--- config.mk ---
export PLATFORM = sky130hd
export DESIGN_NAME = wcp_packer
export DESIGN_NICKNAME = d
export VERILOG_FILES = /design/src/rtl/wcp_pkg.sv /design/src/rtl/wcp_classify.sv /design/src/rtl/wcp_tailcalc.sv /design/src/rtl/wcp_shadow.sv /design/src/rtl/wcp_packer.sv
export SDC_FILE = /design/constraint.sdc
export NUM_CORES = 1
export LEC_CHECK = 0
export BUFFER_PORTS_ARGS = -buffer_cell sky130_fd_sc_hd__buf_2
export CORE_ASPECT_RATIO = 1.4
export CORE_UTILIZATION = 61
export CTS_CLUSTER_SIZE = 10
export DETAILED_ROUTE_END_ITERATION = 12
export PLACE_DENSITY = 0.85
export RECOVER_POWER = 50
export SKIP_CTS_REPAIR_TIMING = 1
export SLEW_MARGIN = 10
export SYNTH_ARGS = -nofsm -noshare
export SYNTH_HDL_FRONTEND = slang
export SYNTH_SLANG_ARGS = --single-unit
--- constraint.sdc ---
create_clock -name clk -period 5.2 [get_ports clk]
set_input_delay 0.26 -clock clk [delete_from_list [all_inputs] [get_ports clk]]
set_output_delay 0.26 -clock clk [all_outputs]
set_load 0.01 [all_outputs]
--- src/rtl/wcp_pkg.sv ---
package wcp_pkg;

  localparam int unsigned OFF_W     = 20;
  localparam int unsigned LINE_BITS = 4;   // 16 dwords = 64 bytes

  localparam logic [7:0] OPC_SINGLE  = 8'h01;
  localparam logic [7:0] OPC_INDEXED = 8'h09;
  localparam logic [3:0] BYTE_EN_ALL = 4'hF;

  typedef enum logic [1:0] {
    OP_WRITE  = 2'b00,
    OP_FINISH = 2'b01,
    OP_CLEAR  = 2'b10,
    OP_NONE   = 2'b11
  } wcp_op_e;

  typedef enum logic [1:0] {
    PREV_NONE,
    PREV_SINGLE,
    PREV_INDEXED
  } wcp_prev_e;

  typedef enum logic [1:0] {
    ACT_DROP,
    ACT_NEW,
    ACT_CONVERT,
    ACT_MERGE
  } wcp_act_e;

  typedef enum logic [3:0] {
    ST_IDLE,
    ST_S_VAL,
    ST_S_HDR,
    ST_C_CNT,
    ST_C_HDR,
    ST_C_OLD,
    ST_C_NEW,
    ST_M_VAL,
    ST_M_CNT,
    ST_M_PAD,
    ST_FILL
  } wcp_state_e;

endpackage

--- src/rtl/wcp_classify.sv ---
module wcp_classify
  import wcp_pkg::*;
#(
  parameter int DEPTH = 64,
  parameter int PW    = 7
) (
  input  logic [PW-1:0]    free_ptr,
  input  wcp_prev_e        prev_kind,
  input  logic [OFF_W-1:0] prev_off,
  input  logic [OFF_W-1:0] new_off,
  output wcp_act_e         act,
  output logic [PW-1:0]    even_base
);

  localparam logic [PW-1:0] ROOM_LIMIT = PW'(DEPTH - 2);

  logic has_room;
  logic same_off;

  always_comb begin
    has_room  = (free_ptr <= ROOM_LIMIT);
    same_off  = (prev_off == new_off);
    even_base = free_ptr + {{(PW-1){1'b0}}, free_ptr[0]};
    if (!has_room)
      act = ACT_DROP;
    else if (same_off && prev_kind == PREV_SINGLE)
      act = ACT_CONVERT;
    else if (same_off && prev_kind == PREV_INDEXED)
      act = ACT_MERGE;
    else
      act = ACT_NEW;
  end

endmodule

--- src/rtl/wcp_tailcalc.sv ---
module wcp_tailcalc
  import wcp_pkg::*;
#(
  parameter int PW = 7
) (
  input  logic [PW-1:0] free_ptr,
  output logic [PW+1:0] tail_bytes,
  output logic          at_line
);

  always_comb begin
    tail_bytes = {free_ptr, 2'b00};
    at_line    = (free_ptr[LINE_BITS-1:0] == '0);
  end

endmodule

--- src/rtl/wcp_shadow.sv ---
module wcp_shadow
  import wcp_pkg::*;
#(
  parameter int PW = 7
) (
  input  logic             clk,
  input  logic             rst_n,
  input  logic             set_single,
  input  logic             set_indexed,
  input  logic             bump,
  input  logic             forget,
  input  logic             wipe,
  input  logic [PW-1:0]    new_start,
  input  logic [OFF_W-1:0] new_off,
  input  logic [31:0]      new_val,
  output wcp_prev_e        kind,
  output logic [PW-1:0]    start,
  output logic [OFF_W-1:0] off,
  output logic [31:0]      val,
  output logic [PW-1:0]    count
);

  wcp_prev_e        kind_d;
  logic [PW-1:0]    start_d;
  logic [OFF_W-1:0] off_d;
  logic [31:0]      val_d;
  logic [PW-1:0]    count_d;
  logic             en;

  always_comb begin
    kind_d  = kind;
    start_d = start;
    off_d   = off;
    val_d   = val;
    count_d = count;
    en      = set_single | set_indexed | bump | forget | wipe;
    if (wipe) begin
      kind_d  = PREV_NONE;
      start_d = '0;
      count_d = '0;
    end else if (forget) begin
      kind_d  = PREV_NONE;
    end else if (set_single) begin
      kind_d  = PREV_SINGLE;
      start_d = new_start;
      off_d   = new_off;
      val_d   = new_val;
      count_d = PW'(1);
    end else if (set_indexed) begin
      kind_d  = PREV_INDEXED;
      count_d = PW'(2);
    end else if (bump) begin
      count_d = count + PW'(1);
    end
  end

  always_ff @(posedge clk or negedge rst_n) begin
    if (!rst_n) begin
      kind  <= PREV_NONE;
      start <= '0;
      off   <= '0;
      val   <= '0;
      count <= '0;
    end else if (en) begin
      kind  <= kind_d;
      start <= start_d;
      off   <= off_d;
      val   <= val_d;
      count <= count_d;
    end
  end

endmodule

--- src/rtl/wcp_packer.sv ---
module wcp_packer
  import wcp_pkg::*;
#(
  parameter int DEPTH = 64
) (
  input  logic                       clk,
  input  logic                       rst_n,
  input  logic                       req_valid,
  input  logic [1:0]                 req_op,
  input  logic [19:0]                req_off,
  input  logic [31:0]                req_val,
  output logic                       req_ready,
  output logic                       buf_we,
  output logic [$clog2(DEPTH)-1:0]   buf_addr,
  output logic [31:0]                buf_wdata,
  output logic [$clog2(DEPTH)+2:0]   tail_bytes,
  output logic                       tail_aligned,
  output logic                       overflow
);

  localparam int AW = $clog2(DEPTH);
  localparam int PW = AW + 1;

  // reset released synchronously
  logic [1:0] rst_pipe;
  logic       run;

  always_ff @(posedge clk or negedge rst_n) begin
    if (!rst_n) rst_pipe <= '0;
    else        rst_pipe <= {rst_pipe[0], 1'b1};
  end
  assign run = rst_pipe[1];

  wcp_state_e       state_q, state_d;
  logic [PW-1:0]    free_q, free_d;
  logic [OFF_W-1:0] hold_off_q;
  logic [31:0]      hold_val_q;
  logic             hold_en;
  logic             ovf_q, ovf_d;
  logic             accept;
  logic [PW-1:0]    addr_full;

  wcp_act_e         act;
  logic [PW-1:0]    even_base;
  logic             at_line;

  logic             sh_single, sh_indexed, sh_bump, sh_forget, sh_wipe;
  wcp_prev_e        sh_kind;
  logic [PW-1:0]    sh_start;
  logic [OFF_W-1:0] sh_off;
  logic [31:0]      sh_val;
  logic [PW-1:0]    sh_count;

  wcp_classify #(.DEPTH(DEPTH), .PW(PW)) u_classify (
    .free_ptr  (free_q),
    .prev_kind (sh_kind),
    .prev_off  (sh_off),
    .new_off   (req_off),
    .act       (act),
    .even_base (even_base)
  );

  wcp_tailcalc #(.PW(PW)) u_tail (
    .free_ptr   (free_q),
    .tail_bytes (tail_bytes),
    .at_line    (at_line)
  );

  wcp_shadow #(.PW(PW)) u_shadow (
    .clk         (clk),
    .rst_n       (rst_n),
    .set_single  (sh_single),
    .set_indexed (sh_indexed),
    .bump        (sh_bump),
    .forget      (sh_forget),
    .wipe        (sh_wipe),
    .new_start   (even_base),
    .new_off     (req_off),
    .new_val     (req_val),
    .kind        (sh_kind),
    .start       (sh_start),
    .off         (sh_off),
    .val         (sh_val),
    .count       (sh_count)
  );

  assign req_ready = run && (state_q == ST_IDLE);
  assign accept    = req_valid && req_ready;

  always_comb begin
    state_d    = state_q;
    free_d     = free_q;
    ovf_d      = ovf_q;
    hold_en    = 1'b0;
    sh_single  = 1'b0;
    sh_indexed = 1'b0;
    sh_bump    = 1'b0;
    sh_forget  = 1'b0;
    sh_wipe    = 1'b0;
    buf_we     = 1'b0;
    addr_full  = free_q;
    buf_wdata  = '0;
    case (state_q)
      ST_IDLE: begin
        if (accept) begin
          case (wcp_op_e'(req_op))
            OP_WRITE: begin
              hold_en = 1'b1;
              case (act)
                ACT_DROP:    ovf_d = 1'b1;
                ACT_NEW: begin
                  free_d    = even_base;
                  sh_single = 1'b1;
                  state_d   = ST_S_VAL;
                end
                ACT_CONVERT: begin
                  sh_indexed = 1'b1;
                  state_d    = ST_C_CNT;
                end
                default: begin
                  sh_bump = 1'b1;
                  state_d = ST_M_VAL;
                end
              endcase
            end
            OP_FINISH: begin
              sh_forget = 1'b1;
              if (!at_line) state_d = ST_FILL;
            end
            OP_CLEAR: begin
              free_d  = '0;
              ovf_d   = 1'b0;
              sh_wipe = 1'b1;
            end
            default: ;
          endcase
        end
      end
      ST_S_VAL: begin
        buf_we    = 1'b1;
        buf_wdata = hold_val_q;
        free_d    = free_q + PW'(1);
        state_d   = ST_S_HDR;
      end
      ST_S_HDR: begin
        buf_we    = 1'b1;
        buf_wdata = {OPC_SINGLE, BYTE_EN_ALL, hold_off_q};
        free_d    = free_q + PW'(1);
        state_d   = ST_IDLE;
      end
      ST_C_CNT: begin
        buf_we    = 1'b1;
        addr_full = sh_start;
        buf_wdata = {{(32-PW){1'b0}}, sh_count};
        state_d   = ST_C_HDR;
      end
      ST_C_HDR: begin
        buf_we    = 1'b1;
        addr_full = sh_start + PW'(1);
        buf_wdata = {OPC_INDEXED, 4'h0, hold_off_q};
        state_d   = ST_C_OLD;
      end
      ST_C_OLD: begin
        buf_we    = 1'b1;
        buf_wdata = sh_val;
        free_d    = free_q + PW'(1);
        state_d   = ST_C_NEW;
      end
      ST_C_NEW: begin
        buf_we    = 1'b1;
        buf_wdata = hold_val_q;
        free_d    = free_q + PW'(1);
        state_d   = ST_IDLE;
      end
      ST_M_VAL: begin
        buf_we    = 1'b1;
        buf_wdata = hold_val_q;
        free_d    = free_q + PW'(1);
        state_d   = ST_M_CNT;
      end
      ST_M_CNT: begin
        buf_we    = 1'b1;
        addr_full = sh_start;
        buf_wdata = {{(32-PW){1'b0}}, sh_count};
        state_d   = free_q[0] ? ST_M_PAD : ST_IDLE;
      end
      ST_M_PAD: begin
        buf_we    = 1'b1;
        state_d   = ST_IDLE;
      end
      ST_FILL: begin
        buf_we  = 1'b1;
        free_d  = free_q + PW'(1);
        if (free_d[LINE_BITS-1:0] == '0) state_d = ST_IDLE;
      end
      default: state_d = ST_IDLE;
    endcase
  end

  assign buf_addr = addr_full[AW-1:0];
  logic unused_addr_msb;
  assign unused_addr_msb = addr_full[AW];

  always_ff @(posedge clk or negedge rst_n) begin
    if (!rst_n) begin
      state_q <= ST_IDLE;
      free_q  <= '0;
      ovf_q   <= 1'b0;
    end else begin
      state_q <= state_d;
      free_q  <= free_d;
      ovf_q   <= ovf_d;
    end
  end

  always_ff @(posedge clk or negedge rst_n) begin
    if (!rst_n) begin
      hold_off_q <= '0;
      hold_val_q <= '0;
    end else if (hold_en) begin
      hold_off_q <= req_off;
      hold_val_q <= req_val;
    end
  end

  assign tail_aligned = at_line;
  assign overflow     = ovf_q;

endmodule

## Word-level counts from Yosys, hierarchy flattened

Index checks and enable logic that the tools add are counted.

| storage, ports and cells | value |
|---|---|
| bits of input ports | 57 |
| word-level logic and storage cells | 126 |
| register bits | 133 |
| memory bits (writable) | 0 |
| output and inout port bits | 51 |
| bits in read-only memories | 0 |
| memories kept | 0 |
| bits in latches | 0 |

| operators by class | value |
|---|---|
| muxes and demuxes | 52 |
| div/mod/pow operators | 0 |
| eq/ne operators | 26 |
| bitwise operators | 6 |
| $add $sub $neg | 4 |
| magnitude comparators | 1 |
| shift operators | 0 |
| $mul | 0 |
| reductions and logical operators | 26 |

Operators by type and width:

| cell | number |
|---|---|
| $pmux 32 s5 | 1 |
| $mux 7 | 7 |
| $pmux 4 s8 | 1 |
| $pmux 7 s2 | 2 |
| $mux 1 | 23 |
| $eq 20x20->1 | 1 |
| $mux 6 | 3 |
| $eq 4x3->1 const B | 4 |
| $mux 4 | 4 |
| $add 7x1->7 const B | 2 |
| $mux 2 | 7 |
| $eq 4x4->1 const B | 3 |
| $logic_not 4->1 | 3 |
| $pmux 4 s3 | 1 |
| $pmux 6 s2 | 1 |
| $reduce_and 4->1 | 3 |
| $reduce_or 10->1 | 1 |
| $ne 3x3->1 const B | 3 |
| $eq 4x2->1 const B | 2 |
| $ne 2x2->1 const B | 4 |
| $pmux 4 s2 | 1 |
| $reduce_bool 4->1 | 2 |
| $add 7x1->7 | 1 |
| $le 7x6->1 const B | 1 |
| other kinds (17) | 34 |

## Logic depth before layout (Yosys ltp)

Gate-level depths: netlist of run 1.

| depth | value |
|---|---|
| depth after elaboration | 16 |
| gate-level depth with buffers | 10 |

## Hierarchy

Synthesis of run 1 repeated with hierarchy kept, for this count alone.

| unflattened totals | value |
|---|---|
| cell total of the unflattened synthesis | 603 |
| area, all modules | 6945.4 sq um |

By module, submodules not included:

| module | area an instance (sq um) | cells an instance | times used | sequential area each (sq um) |
|---|---|---|---|---|
| wcp_packer | 3796.1 | 357 | 1 | 1651.6 |
| wcp_shadow | 2686.3 | 183 | 1 | 1701.6 |
| wcp_classify | 379.1 | 52 | 1 | 0.0 |
| wcp_tailcalc | 83.8 | 11 | 1 | 0.0 |

## Worst setup path after synthesis of run 1

Ideal clock, no wire load.

| timing | value |
|---|---|
| path kind | reg-to-reg |
| from | register free_q[0] |
| to | register u_shadow.off[19] |
| stages on the path, launching flop included | 11 |
| period minus slack after synthesis | 2.266 ns |
| data arrival time | 2.139 ns |
| data required time | 5.073 ns |
| library setup time | 0.127 ns |
| path buffers | 3 |
| path slack | 2.934 ns |
| cells stage by stage | dfrtp_1 clkbuf_1 inv_1 ha_1 inv_1 a31oi_1 nand2_4 a21oi_4 buf_6 buf_8 mux2_1 |

| between the ends | value |
|---|---|
| longest elaborated chain between the ends | 12 |
| elaborated cells on any way between the ends | 23 |
| those cells by class | order compare: 1; eq/ne: 2; mux: 13; bitwise: 4; reduce/logical: 3 |

Ends and longest elaborated chain:

| element | line | source |
|---|---|---|
| start: declaration | wcp_packer.sv:35 | `logic [PW-1:0] free_q, free_d;` |
| start signal: assignment | wcp_packer.sv:211 | `free_q <= free_d;` |
| $le 7x6->1 * | wcp_classify.sv:21 | `has_room = (free_ptr <= ROOM_LIMIT);` |
| $mux 2 * | wcp_classify.sv:24 | `if (!has_room)` |
| $eq 2x2->1, or another cell as far along | wcp_packer.sv:109 | `case (act)` |
| $reduce_or 3->1 (no source line) or $mux 1 (tied branches) | - |  |
| $mux 1 (on tied branches) | wcp_packer.sv:109, wcp_packer.sv:106 |  |
| $mux 1 (on tied branches) | wcp_packer.sv:106, wcp_packer.sv:105 |  |
| $mux 1 (on tied branches) | wcp_packer.sv:105, wcp_packer.sv:103 |  |
| $mux 1 or $or 1x1->1 (tied branches) | wcp_packer.sv:103, wcp_shadow.sv:36 |  |
| $or 1x1->1 (3 in a row) | wcp_shadow.sv:36 | `en = set_single \| set_indexed \| bump \| forget \| wipe;` |
| $reduce_and 4->1 (no source line) * | - |  |
| end signal: assignment | wcp_shadow.sv:61 | `off <= '0;` |
| end signal: assignment | wcp_shadow.sv:67 | `off <= off_d;` |
| end: declaration | wcp_shadow.sv:18 | `output logic [OFF_W-1:0] off,` |

Mark *: on every way between the ends. The rest lies on a longest branch, timed or not.
A chain may end at the register's enable or synchronous reset.

## Worst setup path in the final report of run 1

| timing | value |
|---|---|
| from | register state_q[2] |
| to | register u_shadow.count[4] |

| between the ends | value |
|---|---|
| longest elaborated chain between the ends | 10 |
| elaborated cells on any way between the ends | 24 |
| those cells by class | eq/ne: 1; mux: 14; bitwise: 4; reduce/logical: 5 |

Ends and longest elaborated chain:

| element | line | source |
|---|---|---|
| start: declaration | wcp_packer.sv:34 | `wcp_state_e state_q, state_d;` |
| start signal: assignment | wcp_packer.sv:210 | `state_q <= state_d;` |
| $logic_not 4->1 * | wcp_packer.sv:87, wcp_packer.sv:103 |  |
| $logic_and 1x1->1 | wcp_packer.sv:87 | `assign req_ready = run && (state_q == ST_IDLE);` |
| $logic_and 1x1->1 | wcp_packer.sv:88 | `assign accept = req_valid && req_ready;` |
| $mux 1 | wcp_packer.sv:105 | `if (accept) begin` |
| $mux 1 | wcp_packer.sv:103 | `case (state_q)` |
| $or 1x1->1 (4 in a row) | wcp_shadow.sv:36 |  |
| $reduce_and 3->1 (no source line) | - |  |
| end signal: assignment | wcp_shadow.sv:69 | `count <= count_d;` |
| end: declaration | wcp_shadow.sv:20 | `output logic [PW-1:0] count` |

Mark *: on every way between the ends. The rest lies on a longest branch, timed or not. The select of a mux whose other input is x is not followed.

==> results of run 1 <==
worst min path at each step:
stage | from | to
finish | rst_n | u_shadow.val[26]
detailed placement | rst_pipe[0] | rst_pipe[1]
global placement | rst_pipe[0] | rst_pipe[1]
CTS | rst_n | free_q[6]
floorplan | rst_n | free_q[0]
global route | rst_n | free_q[6]
layer usage:
metal | wire length (um) | global-route usage, %
met1 | 6110 | 36.1
met2 | 8390 | 49.8
met3 | 761 | 6.16
met4 | 521 | 16.4
met5 | 0 | 0
metrics by stage:
| step | instance area (um^2) | util, % | power, uW |
|---|---|---|---|
| 4_1_cts | 7770 | 74.7 | 4780 |
| 6_report | 7730 | 74.3 | 4740 |
| 3_3_place_gp | 7130 | 68.5 | 3350 |
| 3_5_place_dp | 7130 | 68.5 | 3440 |
| 5_1_grt | 7730 | 74.3 | 4990 |
| 2_1_floorplan | 6530 | - | 2890 |
worst max-delay path: cells and delay by family (launching register included):
| family | cells | cell delay, ns |
|---|---|---|
| AOI/OAI and AO/OA | 1 | 0.12 |
| buffers and inverters | 1 | 0.67 |
| DFF | 1 | 0.66 |
| and+or+nand+nor | 5 | 2.18 |
registers in the layout, summed over array words and instances (netlist names), 4 cells and up:
| name | flops |
|---|---|
| hold_val_q | 32 |
| u_shadow.val | 32 |
| hold_off_q | 20 |
| u_shadow.off | 20 |
| free_q | 7 |
| u_shadow.count | 7 |
| u_shadow.start | 5 |
| state_q | 4 |
cell usage in the layout, fill, tap and decap left out, drive strengths merged, types with 2 or more instances in the layout:
master	netlist	final
dfrtp	132	132
mux2	111	111
buf	17	94
clkbuf	13	37
nor2	31	31
inv	27	28
nand2	28	28
xnor2	25	25
o21ai	22	22
a222oi	20	20
a21oi	17	17
a22o	9	9
mux2i	9	9
nand4	9	9
nor3	8	8
a21o	7	7
nand2b	6	6
nand3	6	6
a31oi	5	5
clkinvlp	0	5
nor2b	4	4
nor3b	4	4
ha	4	4
bufinv	0	4
and2	3	3
xor2	3	3
o31ai	3	3
conb	2	3
a31o	3	3
nor4	2	2
and3	2	2
a211o	2	2
clkinv	0	2
a211oi	2	2
a21boi	2	2
final cells by class:
type	count	area [um^2]	share of cell area [%]
Antenna cell	1	2.50	0.0324
Clock buffer	20	467	6.04
Tap cell	138	173	2.23
Timing Repair Buffer	111	562	7.27
Multi-Input combinational cell	360	2940	38.1
Inverter	27	101	1.31
Sequential cell	132	3300	42.8
Clock inverter	12	176	2.28
power by group through the flow:
stage	clock (uW)	sequential, uW	combinational [uW]
3_3_place_gp	0	1800	1550
4_1_cts	1300	1840	1630
5_1_grt	1350	1900	1740
6_report	1290	1850	1600
3_5_place_dp	0	1840	1600
2_1_floorplan	0	1700	1180
cell families after synthesis:
family | Yosys count | synth area share (%)
AOI/OAI and AO/OA | 98 | 11.1
other | 2 | 0.115
xor gates and xnor gates | 28 | 3.76
adders and majority gates | 4 | 0.767
muxes | 120 | 21.1
DFF | 132 | 50.6
buffers and inverters | 57 | 4.25
and+or+nand+nor | 107 | 8.32
==> results_dict.tcl, run 1 <==
set metrics [dict create \
    ys_ff_latch 132 \
    layout_setup_ws_ns 1.49 \
    yosysMostFrequentCell "dfrtp_1" \
    reg2reg_to "u_shadow.count[4]" \
    switchingPower_uw 1630 \
    reg2reg_slack_ns 1.49 \
    cts-root-buf "clkbuf_16" \
    ant_nets 0 \
    required_ns 5.55 \
    crit_type "register to register" \
    cts.sinks 132 \
    syn_avg_cell_area_um2 11.9 \
    fillCellCount 674 \
    die_area_um2 11100 \
    synth-main-ff-cell "dfrtp_1" \
    fmax_mhz 269 \
    placedCellCount 768 \
    p_leak_uw 0.00355 \
    drc 0 \
    post_drt_wl_per_cell_um 19.7 \
    clk_latency_ns 0.42 \
    num_rows 44 \
    drive_above_1_share_pct 36.6 \
    tns_ns 0 \
    yosysWarnings 0 \
    cts_buffers 17 \
    yosysSeqAreaShare_pct 50.6 \
    worstMarginPinSlew_ns 3.04 \
    fin_crit_ns 3.71 \
    rsz0062_at_grt "no" \
    combinationalPowerShare_pct 33.8 \
    reg2reg_from "state_q[2]" \
    clockBufferDepth 2 \
    yosys.area.top_type "dfrtp_1" \
    htreeDepth 4 \
    p_sw_share_pct 34.4 \
    core_area_um2 10400 \
    finalHoldViolations 14 \
    gp_congestion 0.879 \
    overflow 0 \
    avgViaCountPerCell 6.06 \
    synth_edf_count 0 \
    critPathMaxStageDelay_ns 0.83 \
    via_count 4853 \
    clkPwrFrac_pct 27.3 \
    synthTopCellsByCount "132 x dfrtp_1, 97 x mux2_2, 31 x nor2_1" \
    die_height_um 124 \
    violations "hold timing, capacitance limit, slew limit" \
    finClkSkew_ns 0.00688 \
    netlist_instances 548 \
    cp-start-kind "register" \
    area_growth_pct 18.3 \
    crit_slowest_cell "nor4_1" \
    io_buffer_count 105 \
    critical_path.startpoint "state_q[2]" \
    stdcell_count 801 \
    whs_ns -0.00701 \
    setup_violations 0 \
    max_cap_viol_count 1 \
    tritoncts "done" \
    start_util_pct 62.7 \
    synthArstFlopShare_pct 100 \
    outcome "finished with violations" \
    crit_path_end "u_shadow.count[4]" \
    ys_types 53 \
    nNetsFinal 710 \
    grt_pass1_vias 5042 \
    p_int_uw 3110 \
    worst-r2r-cell-count 7 \
    post-route-period-util_pct 71.4 \
    dp_hpwl_mm 10.0 \
    die_width_um 89.4 \
    relSlewSlack_pct -103 \
    grt_util_all_layers_pct 30.1 \
    cp_cell_sequence "nor4_1 > nor3b_1 > buf_4 > and2_1 > nand4_1 > nor3_1 > a211o_1" \
    ys_top_cells_by_area "dfrtp_1 51%, mux2_2 17%, xnor2_1 3.4%" \
    finalMaxSlewViolations 60 \
    synth_top_area_share_pct 50.6 \
    power.share.sequential_pct 38.9 \
    drt_iter0_drc 297 \
    arrival_ns 4.07 \
    pwr_density_cell_nw_per_um2 614 \
    first_pass_iters 7 \
    hp-class "primary input to asynchronous set/reset pin" \
    peakVddDrop_mv 0.418 \
    clk_pin_slew_ns 0.06 \
    pre_cts_slack_ns 2.11 \
    path_max_fanout 54 \
    grt_pass1_wl_mm 25.1 \
    worstSetupEndpointType "register" \
    antenna_found_initial 1 \
    synth_area_um2 6530 \
    grt_max_degree 75 \
    ios 108 \
    wirelength_mm 15.8 \
]
No activity file was read; power rests on OpenSTA's default activity.
==> run 2: changes to the inputs <==
--- a/config.mk
+++ b/config.mk
@@ -5,12 +5,13 @@
 export SDC_FILE = /design/constraint.sdc
 export NUM_CORES = 1
 export LEC_CHECK = 0
+export ABC_AREA = 1
 export BUFFER_PORTS_ARGS = -buffer_cell sky130_fd_sc_hd__buf_2
 export CORE_ASPECT_RATIO = 1.4
-export CORE_UTILIZATION = 61
+export CORE_UTILIZATION = 57
 export CTS_CLUSTER_SIZE = 10
 export DETAILED_ROUTE_END_ITERATION = 12
-export PLACE_DENSITY = 0.85
+export PLACE_DENSITY = 0.8
 export RECOVER_POWER = 50
 export SKIP_CTS_REPAIR_TIMING = 1
 export SLEW_MARGIN = 10
==> constraint.sdc (replaced) <==
create_clock -name clk -period 3.7 [get_ports clk]
set_input_delay 0.185 -clock clk [delete_from_list [all_inputs] [get_ports clk]]
set_output_delay 0.185 -clock clk [all_outputs]
set_load 0.01 [all_outputs]
==> run 2 against run 1 <==
Net effect:
- the run still ends with hold timing, capacitance limit, slew limit left
- sequential power rose by 31%
- area after synthesis increased by 1.1%
- worst setup slack worse by 0.87 ns
- non-clock buffer count grew 6
- clock skew grew 0.00087 ns
- critical path type is now register to output port
- power up 22%
- worst hold slack got worse by 0.0047 ns
- largest power group unchanged
- largest cell class unchanged
- sequential cell count unchanged
==> results_dict.tcl, run 2 <==
set metrics [dict create \
    outcome "finished with violations" \
    violations "hold timing, capacitance limit, slew limit" \
    die_area_um2 12000 \
    drt_iter0_drc 537 \
    final_area_um2 7750 \
    arrival_ns 2.90 \
    placedCellCount 1096 \
    first_pass_iters 5 \
    synth_edf_count 0 \
    tns_ns 0 \
    fin_crit_ns 3.09 \
    finClkSkew_ns 0.00775 \
    drc 0 \
    cts-root-buf "clkbuf_16" \
    yosys.area.top_type "dfrtp_1" \
    tritoncts "done" \
    start_util_pct 58.5 \
    synth-main-ff-cell "dfrtp_1" \
    cp-start-kind "register" \
    netlist_instances 873 \
    dp_hpwl_mm 11.2 \
    gp_congestion 0.870 \
    io_buffer_count 105 \
    grt_util_all_layers_pct 28.4 \
    crit_type "register to output port" \
    ys_top_cells_by_area "dfrtp_1 50%, nand2_1 19%, inv_1 6.3%" \
    worstMarginPinSlew_ns 1.75 \
    path_max_fanout 24 \
    fmax_mhz 324 \
    utilization_pct 68.7 \
    die_width_um 92.9 \
    grt_pass1_vias 5697 \
    syn_avg_cell_area_um2 7.56 \
    ios 108 \
    ys_ff_latch 132 \
    area_growth_pct 17.5 \
    avgViaCountPerCell 5.26 \
    grt_max_degree 74 \
    p_leak_uw 0.00407 \
    place_area_um2 7190 \
    ys_types 34 \
    htreeDepth 4 \
    clockBufferDepth 2 \
    ant_nets 0 \
    via_count 5959 \
    post-route-period-util_pct 83.5 \
    yosysWarnings 0 \
    whs_ns -0.0117 \
    final_common_cell "nand2_1" \
    max_cap_viol_count 1 \
    setup_violations 0 \
    post_drt_wl_per_cell_um 14.2 \
    antenna_found_initial 1 \
    grt_pass1_wl_mm 26.3 \
    die_height_um 129 \
    worstSetupEndpointType "output port" \
    yosysSeqAreaShare_pct 50.1 \
    clk_latency_ns 0.41 \
    finalHoldViolations 9 \
    nNetsFinal 1039 \
    cts.sinks 132 \
    hp-class "primary input to register" \
    finalMaxSlewViolations 73 \
    fillCellCount 984 \
    clk_pin_slew_ns 0.05 \
    pwr_density_cell_nw_per_um2 748 \
    drive_above_1_share_pct 13.5 \
    core_area_um2 11300 \
    wirelength_mm 16.1 \
    num_rows 46 \
    cts_buffers 17 \
    layout.cells.most_common_list "341 x nand2_1, 132 x dfrtp_1, 110 x inv_1" \
    synthTopCellsByCount "340 x nand2_1, 132 x dfrtp_1, 110 x inv_1" \
    yosysMostFrequentCell "nand2_1" \
    peakVddDrop_mv 0.481 \
    synth_area_um2 6600 \
    stdcell_count 1133 \
    reg_top3 "hold_val_q x32, u_shadow.val x32" \
    synthArstFlopShare_pct 100 \
    synth_top_area_share_pct 50.1 \
    relSlewSlack_pct -16.4 \
    overflow 0 \
    required_ns 3.51 \
    rsz0062_at_grt "no" \
]
## run 2: layout make-up
| type | instances | area (um^2) | share of cell area [%] |
|---|---|---|---|
| diodes | 1 | 2.50 | 0.0323 |
| clock buffers | 25 | 495 | 6.39 |
| clock inverters | 4 | 25.0 | 0.323 |
| inverters | 112 | 420 | 5.42 |
| multi-input cells | 598 | 2710 | 35.0 |
| flip-flops and latches | 132 | 3300 | 42.6 |
| well taps | 144 | 180 | 2.32 |
| repair buffers | 117 | 617 | 7.95 |
## run 2: kinds of logic after synthesis
family	after synthesis	synth area share, %
compound gates	142	12.0
xor+xnor	13	1.73
fa+ha+maj	4	0.758
buf+inv	144	8.84
flops	132	50.1
other cells	2	0.114
simple gates	436	26.5
## run 2: path summary, 6_finish.rpt
kind,slack [ns],startpoint,end,cells after the start
worst max-delay path,0.61,state_q[2],buf_wdata[21],9
worst min-delay path,-0.01,req_val[15],hold_val_q[15],3
worst max register to register,0.90,state_q[2],hold_off_q[17],9
worst min register to register,0.36,rst_pipe[0],rst_pipe[1],0
max in group asynchronous,1.34,rst_n,u_shadow.count[6],3
min in group asynchronous,0.77,rst_n,u_shadow.val[26],2
## run 2: report_power, final
| part | internal, uW | switching, uW |
|---|---|---|
| Combinational | 690 | 1190 |
| Sequential | 2060 | 370 |
| Clock | 913 | 579 |
| Total | 3670 | 2140 |
## run 2: critical path, cell delays in order, from the launching register on
cell and delay (ns):
dfrtp_1 0.42, inv_1 0.06, nor2_1 0.08, inv_1 0.08
nor2_1 0.14, inv_1 0.07, nor2_1 0.46, inv_1 0.54
o211ai_1 0.45, buf_2 0.20
## run 2: per-stage QoR
stage	hold WS (ns)	power, uW	setup slack [ns]
6_report	-0.0117	5800	0.612
4_1_cts	-0.0691	5830	0.636
3_3_place_gp	0.334	4240	1.10
3_5_place_dp	0.340	4310	1.07
2_1_floorplan	-0.111	3680	1.76
5_1_grt	-0.00261	6230	0.391
## run 2: metal layers
| metal | global-route usage, % | vias up | part of all wire, % | wire, um |
|---|---|---|---|---|
| li1 | - | 2937 | - | - |
| met1 | 34.2 | 2806 | 41 | 6600 |
| met2 | 49.9 | 183 | 52 | 8380 |
| met3 | 5.87 | 33 | 4.1 | 658 |
| met4 | 11.2 | 0 | 2.7 | 429 |
| met5 | 0 | - | 0 | 0 |
==> run 3: changes to the inputs <==
--- a/config.mk
+++ b/config.mk
@@ -5,13 +5,13 @@
 export SDC_FILE = /design/constraint.sdc
 export NUM_CORES = 1
 export LEC_CHECK = 0
-export ABC_AREA = 1
+export ABC_AREA = 0
 export BUFFER_PORTS_ARGS = -buffer_cell sky130_fd_sc_hd__buf_2
 export CORE_ASPECT_RATIO = 1.4
 export CORE_UTILIZATION = 57
 export CTS_CLUSTER_SIZE = 10
 export DETAILED_ROUTE_END_ITERATION = 12
-export PLACE_DENSITY = 0.8
+export PLACE_DENSITY = 0.81
 export RECOVER_POWER = 50
 export SKIP_CTS_REPAIR_TIMING = 1
 export SLEW_MARGIN = 10
==> constraint.sdc (replaced) <==
create_clock -name clk -period 3.1 [get_ports clk]
set_input_delay 0.155 -clock clk [delete_from_list [all_inputs] [get_ports clk]]
set_output_delay 0.155 -clock clk [all_outputs]
set_load 0.01 [all_outputs]
==> run 3 against run 2 <==
Net effect:
- the run ends with hold timing left
- clock power grew 46%
- combinational power grew 47%
- critical path depth shrank 5
- register-to-register slack lost 0.62 ns
- utilization grew 4.2 points
- worst hold slack gained 0.0031 ns
- sequential cell count is the same
- wire length shrank 2.8%
- clock skew grew 0.0020 ns
- sequential share of layout area shrank 1.4 points
- first-iteration DRC count shrank 40%
- critical path type is now register to register
- highest routed layer unchanged
==> results_dict.tcl, run 3 (synthesis results as in run 1) <==
set metrics [dict create \
    diodes 0 \
    drt_iter0_drc 320 \
    cts.sinks 132 \
    gp_congestion 0.902 \
    avgViaCountPerCell 5.97 \
    grt_max_degree 51 \
    num_rows 45 \
    nNetsFinal 740 \
    die_width_um 92.5 \
    core_area_um2 11000 \
    ant_nets 0 \
    tns_ns 0 \
    max_cap_viol_count 0 \
    cp-start-kind "register" \
    reg2reg_to "hold_val_q[17]" \
    path_max_fanout 27 \
    violations "hold timing" \
    clockBufferDepth 2 \
    die_area_um2 11900 \
    worst-r2r-cell-count 4 \
    seqCellArea_um2 3300 \
    grt_util_all_layers_pct 26.8 \
    cts_buffers 17 \
    finalHoldViolations 4 \
    tritoncts "done" \
    whs_ns -0.00865 \
    pre_cts_slack_ns 0.619 \
    drive_above_1_share_pct 36.1 \
    clk_latency_ns 0.41 \
    required_ns 3.39 \
    fmax_mhz 354 \
    post-route-period-util_pct 91.1 \
    holdCritStartpoint "req_val[9]" \
    die_height_um 129 \
    reg2reg_from "state_q[3]" \
    worstSetupEndpointType "register" \
    p_leak_uw 0.00370 \
    layout.cells.most_common_list "132 x dfrtp_1, 97 x mux2_2, 91 x buf_2" \
    crit_type "register to register" \
    drc 0 \
    post_drt_wl_per_cell_um 18.7 \
    grt_pass1_vias 5019 \
    pwr_density_cell_nw_per_um2 999 \
    htreeDepth 4 \
    p_total_uw 8000 \
    fillCellCount 761 \
    reg_top3 "hold_val_q x32, u_shadow.val x32" \
    grt_pass1_wl_mm 24.5 \
    finalMaxSlewViolations 0 \
    antenna_found_initial 0 \
    hp-class "primary input to register" \
    clk_pin_slew_ns 0.06 \
    utilization_pct 73.0 \
    multi_input_area_um2 2950 \
    outcome "finished with violations" \
    reg2reg_slack_ns 0.28 \
    wirelength_mm 15.6 \
    dp_hpwl_mm 10.4 \
    final_common_cell "dfrtp_1" \
    relSlewSlack_pct 20.3 \
    ios 108 \
    fin_crit_ns 2.82 \
    finClkSkew_ns 0.00978 \
    io_buffer_count 105 \
    critical_path.startpoint "state_q[3]" \
    first_pass_iters 7 \
    arrival_ns 3.11 \
    via_count 4973 \
    area_growth_pct 22.7 \
    peakVddDrop_mv 0.606 \
    cts-root-buf "clkbuf_16" \
    start_util_pct 59.5 \
    layout_setup_ws_ns 0.275 \
    min_path_cells 2 \
    overflow 0 \
    worstMarginPinSlew_ns 1.20 \
    min_to "u_shadow.val[9]" \
    rsz0062_at_grt "no" \
    setup_violations 0 \
]
[run 3: cell types whose count changed in the layout (fill, tap and decap cells not counted), sizes merged, moves of 20 or more]
cell / previous run / this run
a222oi: 0 / 20
nand2: 341 / 28
mux2: 0 / 111
nor2: 52 / 31
nand3: 27 / 6
o21ai: 103 / 22
inv: 112 / 27
[run 3: routing by layer]
metal	vias to the layer above	routed length (um)	global-route usage [%]
met4	0	510	13.5
met2	172	8360	47.5
met3	42	673	5.44
met1	2517	6070	30.7
li1	2242	-	-
met5	-	0	0
[run 3: critical path, cell delays in order (launching register included)]
cell	delay, ns
dfrtp_1	0.66
nor4_4	0.39
nor3b_1	0.55
clkbuf_2	0.69
mux2_2	0.41
[run 3: layout make-up]
type	instances	area share, %
tap	141	2.20
clock buffer	23	5.84
clock inverter	9	2.19
multi-input combinational	360	36.9
sequential	132	41.2
inverter	27	1.26
timing repair buffer	141	10.4
[run 3: worst max-delay path by stage]
stage,to,depth (start not counted)
after floorplan,u_shadow.off[19],10
after global placement,free_q[6],5
after detailed placement,free_q[6],5
after CTS,buf_wdata[16],8
after global routing,hold_off_q[19],4
final,hold_val_q[17],4
[run 3: where the power goes]
group	total, uW	internal, uW	switching (uW)	leakage [uW]
registers	3050	2470	583	0.00166
logic	2770	1400	1370	0.00173
clock network	2180	1470	715	0.000307
[run 3: through the flow]
stage                     cell area [um^2]  cells
after global placement                7190    779
final                                 8010    833
after global routing                  8010    833
after floorplan                       6530    549
after CTS                             7840    811
after detailed placement              7190    779
